`config.mk`:
```
export PLATFORM = sky130hd
export DESIGN_NAME = bus_slave_seq
export DESIGN_NICKNAME = d
export VERILOG_FILES = /design/src/rtl/bus_slave_seq_pkg.sv /design/src/rtl/bsq_edge_sync.sv /design/src/rtl/bsq_period_track.sv /design/src/rtl/bsq_cycle_fsm.sv /design/src/rtl/bus_slave_seq.sv
export SDC_FILE = /design/constraint.sdc
export NUM_CORES = 1
export LEC_CHECK = 0
export CAP_MARGIN = 20
export CORE_ASPECT_RATIO = 0.8
export CORE_MARGIN = 3
export CORE_UTILIZATION = 40
export DETAILED_ROUTE_END_ITERATION = 12
export DONT_BUFFER_PORTS = 1
export PLACE_DENSITY_LB_ADDON = 0.12
export SLEW_MARGIN = 20
export SYNTH_ARGS = -nofsm -noshare
export SYNTH_HDL_FRONTEND = slang
export SYNTH_SLANG_ARGS = --single-unit
```
`constraint.sdc`:
```
create_clock -name clk -period 2.8 [get_ports clk]
set_input_delay 0.14 -clock clk [delete_from_list [all_inputs] [get_ports clk]]
set_output_delay 0.14 -clock clk [all_outputs]
set_load 0.02 [all_outputs]
```
`src/rtl/bus_slave_seq_pkg.sv`:
```
package bus_slave_seq_pkg;

  typedef enum logic [1:0] {
    SQ_IDLE  = 2'd0,
    SQ_ARM   = 2'd1,
    SQ_READ  = 2'd2,
    SQ_WRITE = 2'd3
  } sq_state_e;

  // Scale a measured period by num/64, keep it GUARD cycles ahead of the
  // last falling position, never below 1.
  function automatic int unsigned place_point(int unsigned period, int unsigned num,
                                              int unsigned fall_pos, int unsigned guard);
    int unsigned raw;
    int unsigned lim;
    raw = (period * num) >> 6;
    lim = (fall_pos > guard) ? (fall_pos - guard) : 1;
    if (raw > lim) raw = lim;
    if (raw < 1) raw = 1;
    return raw;
  endfunction

endpackage

```
`src/rtl/bsq_edge_sync.sv`:
```
module bsq_edge_sync #(
  parameter int unsigned STAGES = 2
) (
  input  logic clk,
  input  logic rst_n,
  input  logic async_in,
  output logic rise_o,
  output logic fall_o
);
  localparam int unsigned TOP = STAGES - 1;

  logic [TOP:0] chain_q, chain_d;
  logic         last_q;

  always_comb begin
    chain_d = {chain_q[TOP-1:0], async_in};
  end

  always_ff @(posedge clk or negedge rst_n) begin
    if (!rst_n) begin
      chain_q <= '0;
      last_q  <= 1'b0;
    end else begin
      chain_q <= chain_d;
      last_q  <= chain_q[TOP];
    end
  end

  assign rise_o = chain_q[TOP] & ~last_q;
  assign fall_o = ~chain_q[TOP] & last_q;
endmodule

```
`src/rtl/bsq_period_track.sv`:
```
module bsq_period_track
  import bus_slave_seq_pkg::*;
#(
  parameter int unsigned CW         = 8,
  parameter int unsigned DEF_PERIOD = 60,
  parameter int unsigned CTL_NUM    = 15,
  parameter int unsigned DRV_NUM    = 26,
  parameter int unsigned WR_NUM     = 30,
  parameter int unsigned GUARD      = 3
) (
  input  logic          clk,
  input  logic          rst_n,
  input  logic          rise,
  input  logic          fall,
  output logic [CW-1:0] phase_o,
  output logic [CW-1:0] ctl_off_o,
  output logic [CW-1:0] drv_off_o,
  output logic [CW-1:0] wr_off_o,
  output logic          serve_o
);
  localparam logic [CW-1:0] PH_MAX   = '1;
  localparam int unsigned   DEF_FALL = DEF_PERIOD / 2;
  localparam int unsigned   NPT      = 3;
  localparam int unsigned   NUMS [NPT] = '{CTL_NUM, DRV_NUM, WR_NUM};

  logic [CW-1:0] phase_q, phase_d;
  logic [CW-1:0] fall_q, fall_d;
  logic          seen_q, seen_d;
  logic          serve_q, serve_d;
  logic [CW-1:0] offs [NPT];

  always_comb begin
    phase_d = phase_q;
    if (rise)                  phase_d = CW'(1);
    else if (phase_q != PH_MAX) phase_d = phase_q + 1'b1;
    fall_d  = fall ? phase_q : fall_q;
    seen_d  = seen_q | rise;
    serve_d = rise ? seen_q : serve_q;
  end

  always_ff @(posedge clk or negedge rst_n) begin
    if (!rst_n) begin
      phase_q <= '0;
      fall_q  <= CW'(DEF_FALL);
      seen_q  <= 1'b0;
      serve_q <= 1'b0;
    end else begin
      phase_q <= phase_d;
      fall_q  <= fall_d;
      seen_q  <= seen_d;
      serve_q <= serve_d;
    end
  end

  for (genvar g = 0; g < NPT; g++) begin : g_point
    logic [CW-1:0] off_q, off_d;
    logic          load_en;
    assign load_en = rise & seen_q;
    always_comb begin
      off_d = off_q;
      if (load_en) off_d = CW'(place_point(32'(phase_q), NUMS[g], 32'(fall_q), GUARD));
    end
    always_ff @(posedge clk or negedge rst_n) begin
      if (!rst_n) off_q <= CW'(place_point(DEF_PERIOD, NUMS[g], DEF_FALL, GUARD));
      else        off_q <= off_d;
    end
    assign offs[g] = off_q;
  end

  assign phase_o   = phase_q;
  assign ctl_off_o = offs[0];
  assign drv_off_o = offs[1];
  assign wr_off_o  = offs[2];
  assign serve_o   = serve_q;
endmodule

```
`src/rtl/bsq_cycle_fsm.sv`:
```
module bsq_cycle_fsm
  import bus_slave_seq_pkg::*;
#(
  parameter int unsigned AW = 5,
  parameter int unsigned DW = 8,
  parameter int unsigned CW = 8
) (
  input  logic          clk,
  input  logic          rst_n,
  input  logic          rise,
  input  logic          fall,
  input  logic          serve,
  input  logic [CW-1:0] phase,
  input  logic [CW-1:0] ctl_off,
  input  logic [CW-1:0] drv_off,
  input  logic [CW-1:0] wr_off,
  input  logic [AW-1:0] bus_addr,
  input  logic [DW-1:0] bus_wdata,
  input  logic          bus_sel,
  input  logic          bus_rd_wr_n,
  input  logic [DW-1:0] reg_rdata,
  output logic [DW-1:0] bus_rdata,
  output logic          bus_oe,
  output logic          req_valid,
  output logic          req_write,
  output logic [AW-1:0] req_addr,
  output logic [DW-1:0] req_wdata
);
  sq_state_e     st_q, st_d;
  logic          oe_q, oe_d;
  logic          rv_q, rv_d;
  logic          rw_q, rw_d;
  logic [AW-1:0] ra_q, ra_d;
  logic [DW-1:0] rd_q, rd_d;
  logic [DW-1:0] dat_q, dat_d;
  logic [DW-1:0] out_q, out_d;

  always_comb begin
    st_d  = st_q;
    oe_d  = oe_q;
    rv_d  = 1'b0;
    rw_d  = rw_q;
    ra_d  = ra_q;
    rd_d  = rd_q;
    dat_d = dat_q;
    out_d = out_q;
    if (rise) begin
      st_d = SQ_ARM;
      oe_d = 1'b0;
    end else if (fall) begin
      st_d = SQ_IDLE;
      oe_d = 1'b0;
    end else begin
      case (st_q)
        SQ_ARM: begin
          if (phase >= ctl_off) begin
            if (!serve || !bus_sel) begin
              st_d = SQ_IDLE;
            end else begin
              ra_d = bus_addr;
              rw_d = ~bus_rd_wr_n;
              if (bus_rd_wr_n) begin
                rv_d = 1'b1;
                st_d = SQ_READ;
              end else begin
                st_d = SQ_WRITE;
              end
            end
          end
        end
        SQ_READ: begin
          if (rv_q) begin
            dat_d = reg_rdata;
          end else if (phase >= drv_off) begin
            oe_d  = 1'b1;
            out_d = dat_q;
          end
        end
        SQ_WRITE: begin
          if (phase >= wr_off) begin
            rd_d = bus_wdata;
            rv_d = 1'b1;
            st_d = SQ_IDLE;
          end
        end
        default: ;
      endcase
    end
  end

  always_ff @(posedge clk or negedge rst_n) begin
    if (!rst_n) begin
      st_q  <= SQ_IDLE;
      oe_q  <= 1'b0;
      rv_q  <= 1'b0;
      rw_q  <= 1'b0;
      ra_q  <= '0;
      rd_q  <= '0;
      dat_q <= '0;
      out_q <= '0;
    end else begin
      st_q  <= st_d;
      oe_q  <= oe_d;
      rv_q  <= rv_d;
      rw_q  <= rw_d;
      ra_q  <= ra_d;
      rd_q  <= rd_d;
      dat_q <= dat_d;
      out_q <= out_d;
    end
  end

  assign bus_rdata = out_q;
  assign bus_oe    = oe_q;
  assign req_valid = rv_q;
  assign req_write = rw_q;
  assign req_addr  = ra_q;
  assign req_wdata = rd_q;
endmodule

```
`src/rtl/bus_slave_seq.sv`:
```
module bus_slave_seq #(
  parameter int unsigned AW          = 5,
  parameter int unsigned DW          = 8,
  parameter int unsigned CW          = 8,
  parameter int unsigned DEF_PERIOD  = 60,
  parameter int unsigned CTL_NUM     = 15,
  parameter int unsigned DRV_NUM     = 26,
  parameter int unsigned WR_NUM      = 30,
  parameter int unsigned GUARD       = 3,
  parameter int unsigned SYNC_STAGES = 2
) (
  input  logic          clk,
  input  logic          rst_n,
  input  logic          bus_clk,
  input  logic [AW-1:0] bus_addr,
  input  logic [DW-1:0] bus_wdata,
  input  logic          bus_sel,
  input  logic          bus_rd_wr_n,
  output logic [DW-1:0] bus_rdata,
  output logic          bus_oe,
  output logic          req_valid,
  output logic          req_write,
  output logic [AW-1:0] req_addr,
  output logic [DW-1:0] req_wdata,
  input  logic [DW-1:0] reg_rdata
);
  logic          rst_meta_q, rst_sync_q;
  logic          edge_rise, edge_fall, serve;
  logic [CW-1:0] phase, ctl_off, drv_off, wr_off;

  always_ff @(posedge clk or negedge rst_n) begin
    if (!rst_n) begin
      rst_meta_q <= 1'b0;
      rst_sync_q <= 1'b0;
    end else begin
      rst_meta_q <= 1'b1;
      rst_sync_q <= rst_meta_q;
    end
  end

  bsq_edge_sync #(.STAGES(SYNC_STAGES)) u_sync (
    .clk(clk), .rst_n(rst_sync_q), .async_in(bus_clk),
    .rise_o(edge_rise), .fall_o(edge_fall)
  );

  bsq_period_track #(
    .CW(CW), .DEF_PERIOD(DEF_PERIOD), .CTL_NUM(CTL_NUM),
    .DRV_NUM(DRV_NUM), .WR_NUM(WR_NUM), .GUARD(GUARD)
  ) u_track (
    .clk(clk), .rst_n(rst_sync_q), .rise(edge_rise), .fall(edge_fall),
    .phase_o(phase), .ctl_off_o(ctl_off), .drv_off_o(drv_off),
    .wr_off_o(wr_off), .serve_o(serve)
  );

  bsq_cycle_fsm #(.AW(AW), .DW(DW), .CW(CW)) u_fsm (
    .clk(clk), .rst_n(rst_sync_q), .rise(edge_rise), .fall(edge_fall),
    .serve(serve), .phase(phase), .ctl_off(ctl_off), .drv_off(drv_off),
    .wr_off(wr_off), .bus_addr(bus_addr), .bus_wdata(bus_wdata),
    .bus_sel(bus_sel), .bus_rd_wr_n(bus_rd_wr_n), .reg_rdata(reg_rdata),
    .bus_rdata(bus_rdata), .bus_oe(bus_oe), .req_valid(req_valid),
    .req_write(req_write), .req_addr(req_addr), .req_wdata(req_wdata)
  );
endmodule

```
==> impl_metrics.yaml <==
setup_path:
  arrival_ps: 4610
  cp.required_ps: 3060
  path_max_fanout: 6
  worstSetupPathType: "reg2reg"
  cp-start-kind: "flip-flop"
  cp-end-kind: "flip-flop"
status:
  violations: "negative setup slack"
  status: "finished, violations left"
cells_and_area:
  fin_cells: 955
  fillCellCount: 1256
  drive_gt1_share_pct: 38.0
  finalInstanceArea_sq_um: 8360
  syn2layout_area_growth_pct: 38.5
  antenna_cells: 0
  fin_nets: 886
die:
  rows: 39
  die-area_sq_um: 16600
  die_x_microns: 143
  start_util_pct: 41.5
  coreArea_sq_um: 14500
  io_pins: 50
  die_h_microns: 116
detailed_routing:
  dr_total_vias: 5009
  drc_errors: 0
  vias_per_cell: 5.25
  wl_mm: 15.9
  dr.pass1.iters: 4
  wl_per_cell_microns: 16.7
  drt_iter0_markers: 210
  ant_nets: 0
place:
  post-place-cells: 894
  hpwlAfterDp_mm: 12.2
  pre_cts_slack_ps: -1610
  port_buffers: 0
  postPlaceCellArea_sq_um: 7190
  place_congestion: 0.832
synth:
  synth_top_area_cell: "dfrtp_1"
  yosysWarnings: 0
  muxShareOfSynthArea_pct: 9.99
  netlist.area_leader.share_pct: 28.2
  yosys.area_share.simple_pct: 12.3
  synth_top_family_by_area: "adder cells"
  syn_area_sq_um: 6040
  ys.flop_type: "dfrtp_1"
  synth_area_leaders: "dfrtp_1 28%, ha_1 16%, mux2_2 7.8%"
  yosys.cell_count.top_type: "ha_1"
  synth_commonest_cells: "79 x ha_1, 68 x dfrtp_1, 65 x inv_1"
  synth_enable_flop_cells: 0
  synth.net_count: 729
  synth-adder-area-share_pct: 21.3
  avgSynthCellArea_sq_um: 9.92
  synth_compound_area_share_pct: 14.3
  syn_inst: 609
  synth_cell_types: 61
  seq_area_frac_synth_pct: 33.8
  synth_xor_area_share_pct: 2.90
  ys_async_sr_fraction_pct: 100
  ys_ff_latch: 81
cts:
  cts_sinks: 81
  cts_tree: "yes"
  numCtsBuffers: 9
  clk_latency_ps: 340
  path_clk_slew_ps: 60
  cts_root_buf: "clkbuf_16"
  cts_buffer_depth: 2
  htree_levels: 3
sta:
  fin_crit_ps: 4340
  setup_ws_ps: -1540
  final_hold_viol_count: 0
  rsz0062_at_grt: "yes"
  post-route-period-util_pct: 155
  finalSetupViolCount: 20
  max_freq_mhz: 230
  slew_violations: 0
  maxSlewHeadroom_pct: 60.2
  worst_pin_slew_ps: 592
  fin_skew_ps: 7.78
grt:
  grt_pass1_wl_mm: 25.8
  antenna_found_initial: 0
  grt.overflow.total: 0
  grt_usage_pct: 19.6
  grt_max_degree: 41
  grt_pass1_vias: 5139
pwr:
  power.leakage_nw: 4.05
  irDropWorstVdd_mv: 0.603
  power.density_nw_per_um2: 1340
run:
  cap_violations: 0
min_path:
  hold_class: "in2async"
-- cell type report --
cell class / count / area [sq um] / share of cell area [%]
multi-input combinational: 449 / 4180 / 50.0
sequential: 81 / 2060 / 24.6
timing repair buffer: 160 / 1330 / 15.9
inverter: 65 / 256 / 3.07
clock buffer: 10 / 239 / 2.86
tap: 184 / 230 / 2.75
clock inverter: 6 / 70.1 / 0.838
-- cell usage in the layout (no fill, tap or decap), drive strengths merged, types with 6 or more instances in the layout --
cell / Yosys / final
buf: 4 / 136
mux2i: 13 / 13
xor2: 6 / 6
nor2b: 8 / 8
mux2: 42 / 42
nand2: 33 / 33
fa: 15 / 15
clkbuf: 11 / 10
ha: 79 / 79
nor3: 7 / 7
xnor2: 14 / 14
dfrtp: 68 / 68
and2: 8 / 8
a21o: 19 / 19
dlygate4sd3: 0 / 24
inv: 65 / 69
a21oi: 24 / 24
nand3: 21 / 21
and3: 10 / 10
dfstp: 13 / 13
nor2: 40 / 40
o21ai: 33 / 34
-- through the flow --
stage	hold WS [ps]	power [W]	TNS [ps]	utilization [%]
floorplan	-156	0.00588	-22260	-
global placement	-156	0.00801	-27630	49.4
detailed placement	-156	0.00818	-28850	49.4
CTS	21.7	0.0103	-27260	54.7
global route	21.5	0.0121	-32340	57.5
finish	26.2	0.0112	-28630	57.5
-- logic make-up after synthesis --
logic type                 after synthesis
and+or+nand+nor                        150
muxes                                   55
adders and majority gates               94
buffers and inverters                   80
AOI/OAI and AO/OA                      128
other                                    1
xor gates and xnor gates                20
DFF                                     81
-- state kept, by name (all words and copies together), names as in the netlist, 2 cells and up --
| register | flops |
|---|---|
| u_fsm.req_addr | 5 |
| u_track.drv_off_o | 8 |
| u_track.fall_q | 8 |
| u_fsm.bus_rdata | 8 |
| u_fsm.dat_q | 8 |
| u_track.phase_o | 8 |
| u_track.wr_off_o | 8 |
| u_fsm.req_wdata | 8 |
| u_track.ctl_off_o | 8 |
| u_sync.chain_q | 2 |
| u_fsm.st_q | 2 |
-- per-layer routing --
layer | global-route usage [%] | wire [microns]
met5 | 0 | 0
met4 | 3.01 | 124
met3 | 3.18 | 375
met2 | 32.0 | 7460
met1 | 28.2 | 7970
-- critical path, cell delays in order (launching register included) --
cell and delay, ps:
dfrtp_2 430, fa_1 560, inv_1 50, fa_1 490
inv_2 40, ha_4 220, a211oi_4 260, o21ai_4 110
a21o_1 230, a211oi_2 210, nor2_2 90, ha_4 280
and3_4 160, and3_1 190, o211ai_1 110, buf_4 180
a31oi_4 190, o21ai_4 120, o211a_1 220, a21oi_1 130
-- power breakdown --
group / switching [W] / internal [W]
logic: 0.00380 / 0.00409
clock network: 0.000489 / 0.000726
registers: 0.000472 / 0.00162
total: 0.00476 / 0.00643
-- path summary, 6_finish.rpt --
kind                                        endpoint  cells after the start               start  slack [ps]
worst max-delay path            u_track.ctl_off_o[0]                     19  u_track.phase_o[0]       -1540
min in group clk                       u_fsm.st_q[0]                      2             bus_sel         130
worst min-delay path                      rst_sync_q                      1               rst_n          30
worst min register to register    u_fsm.req_wdata[4]                      0          rst_sync_q         290
worst max register to register  u_track.ctl_off_o[0]                     19  u_track.phase_o[0]       -1540
max in group asynchronous       u_track.ctl_off_o[2]                      1          rst_sync_q        1720
-- timing repair --
item                                    in CTS  in global routing
setup buffers                                5                 15
endpoints found under the setup margin      20                 33
endpoints found under the hold margin       26                  0
pin swaps                                   27                 32
resized for setup                           39                 59
gates cloned                                 1                  0
hold buffers                                24                  0
(Power assumes the default switching activity.)
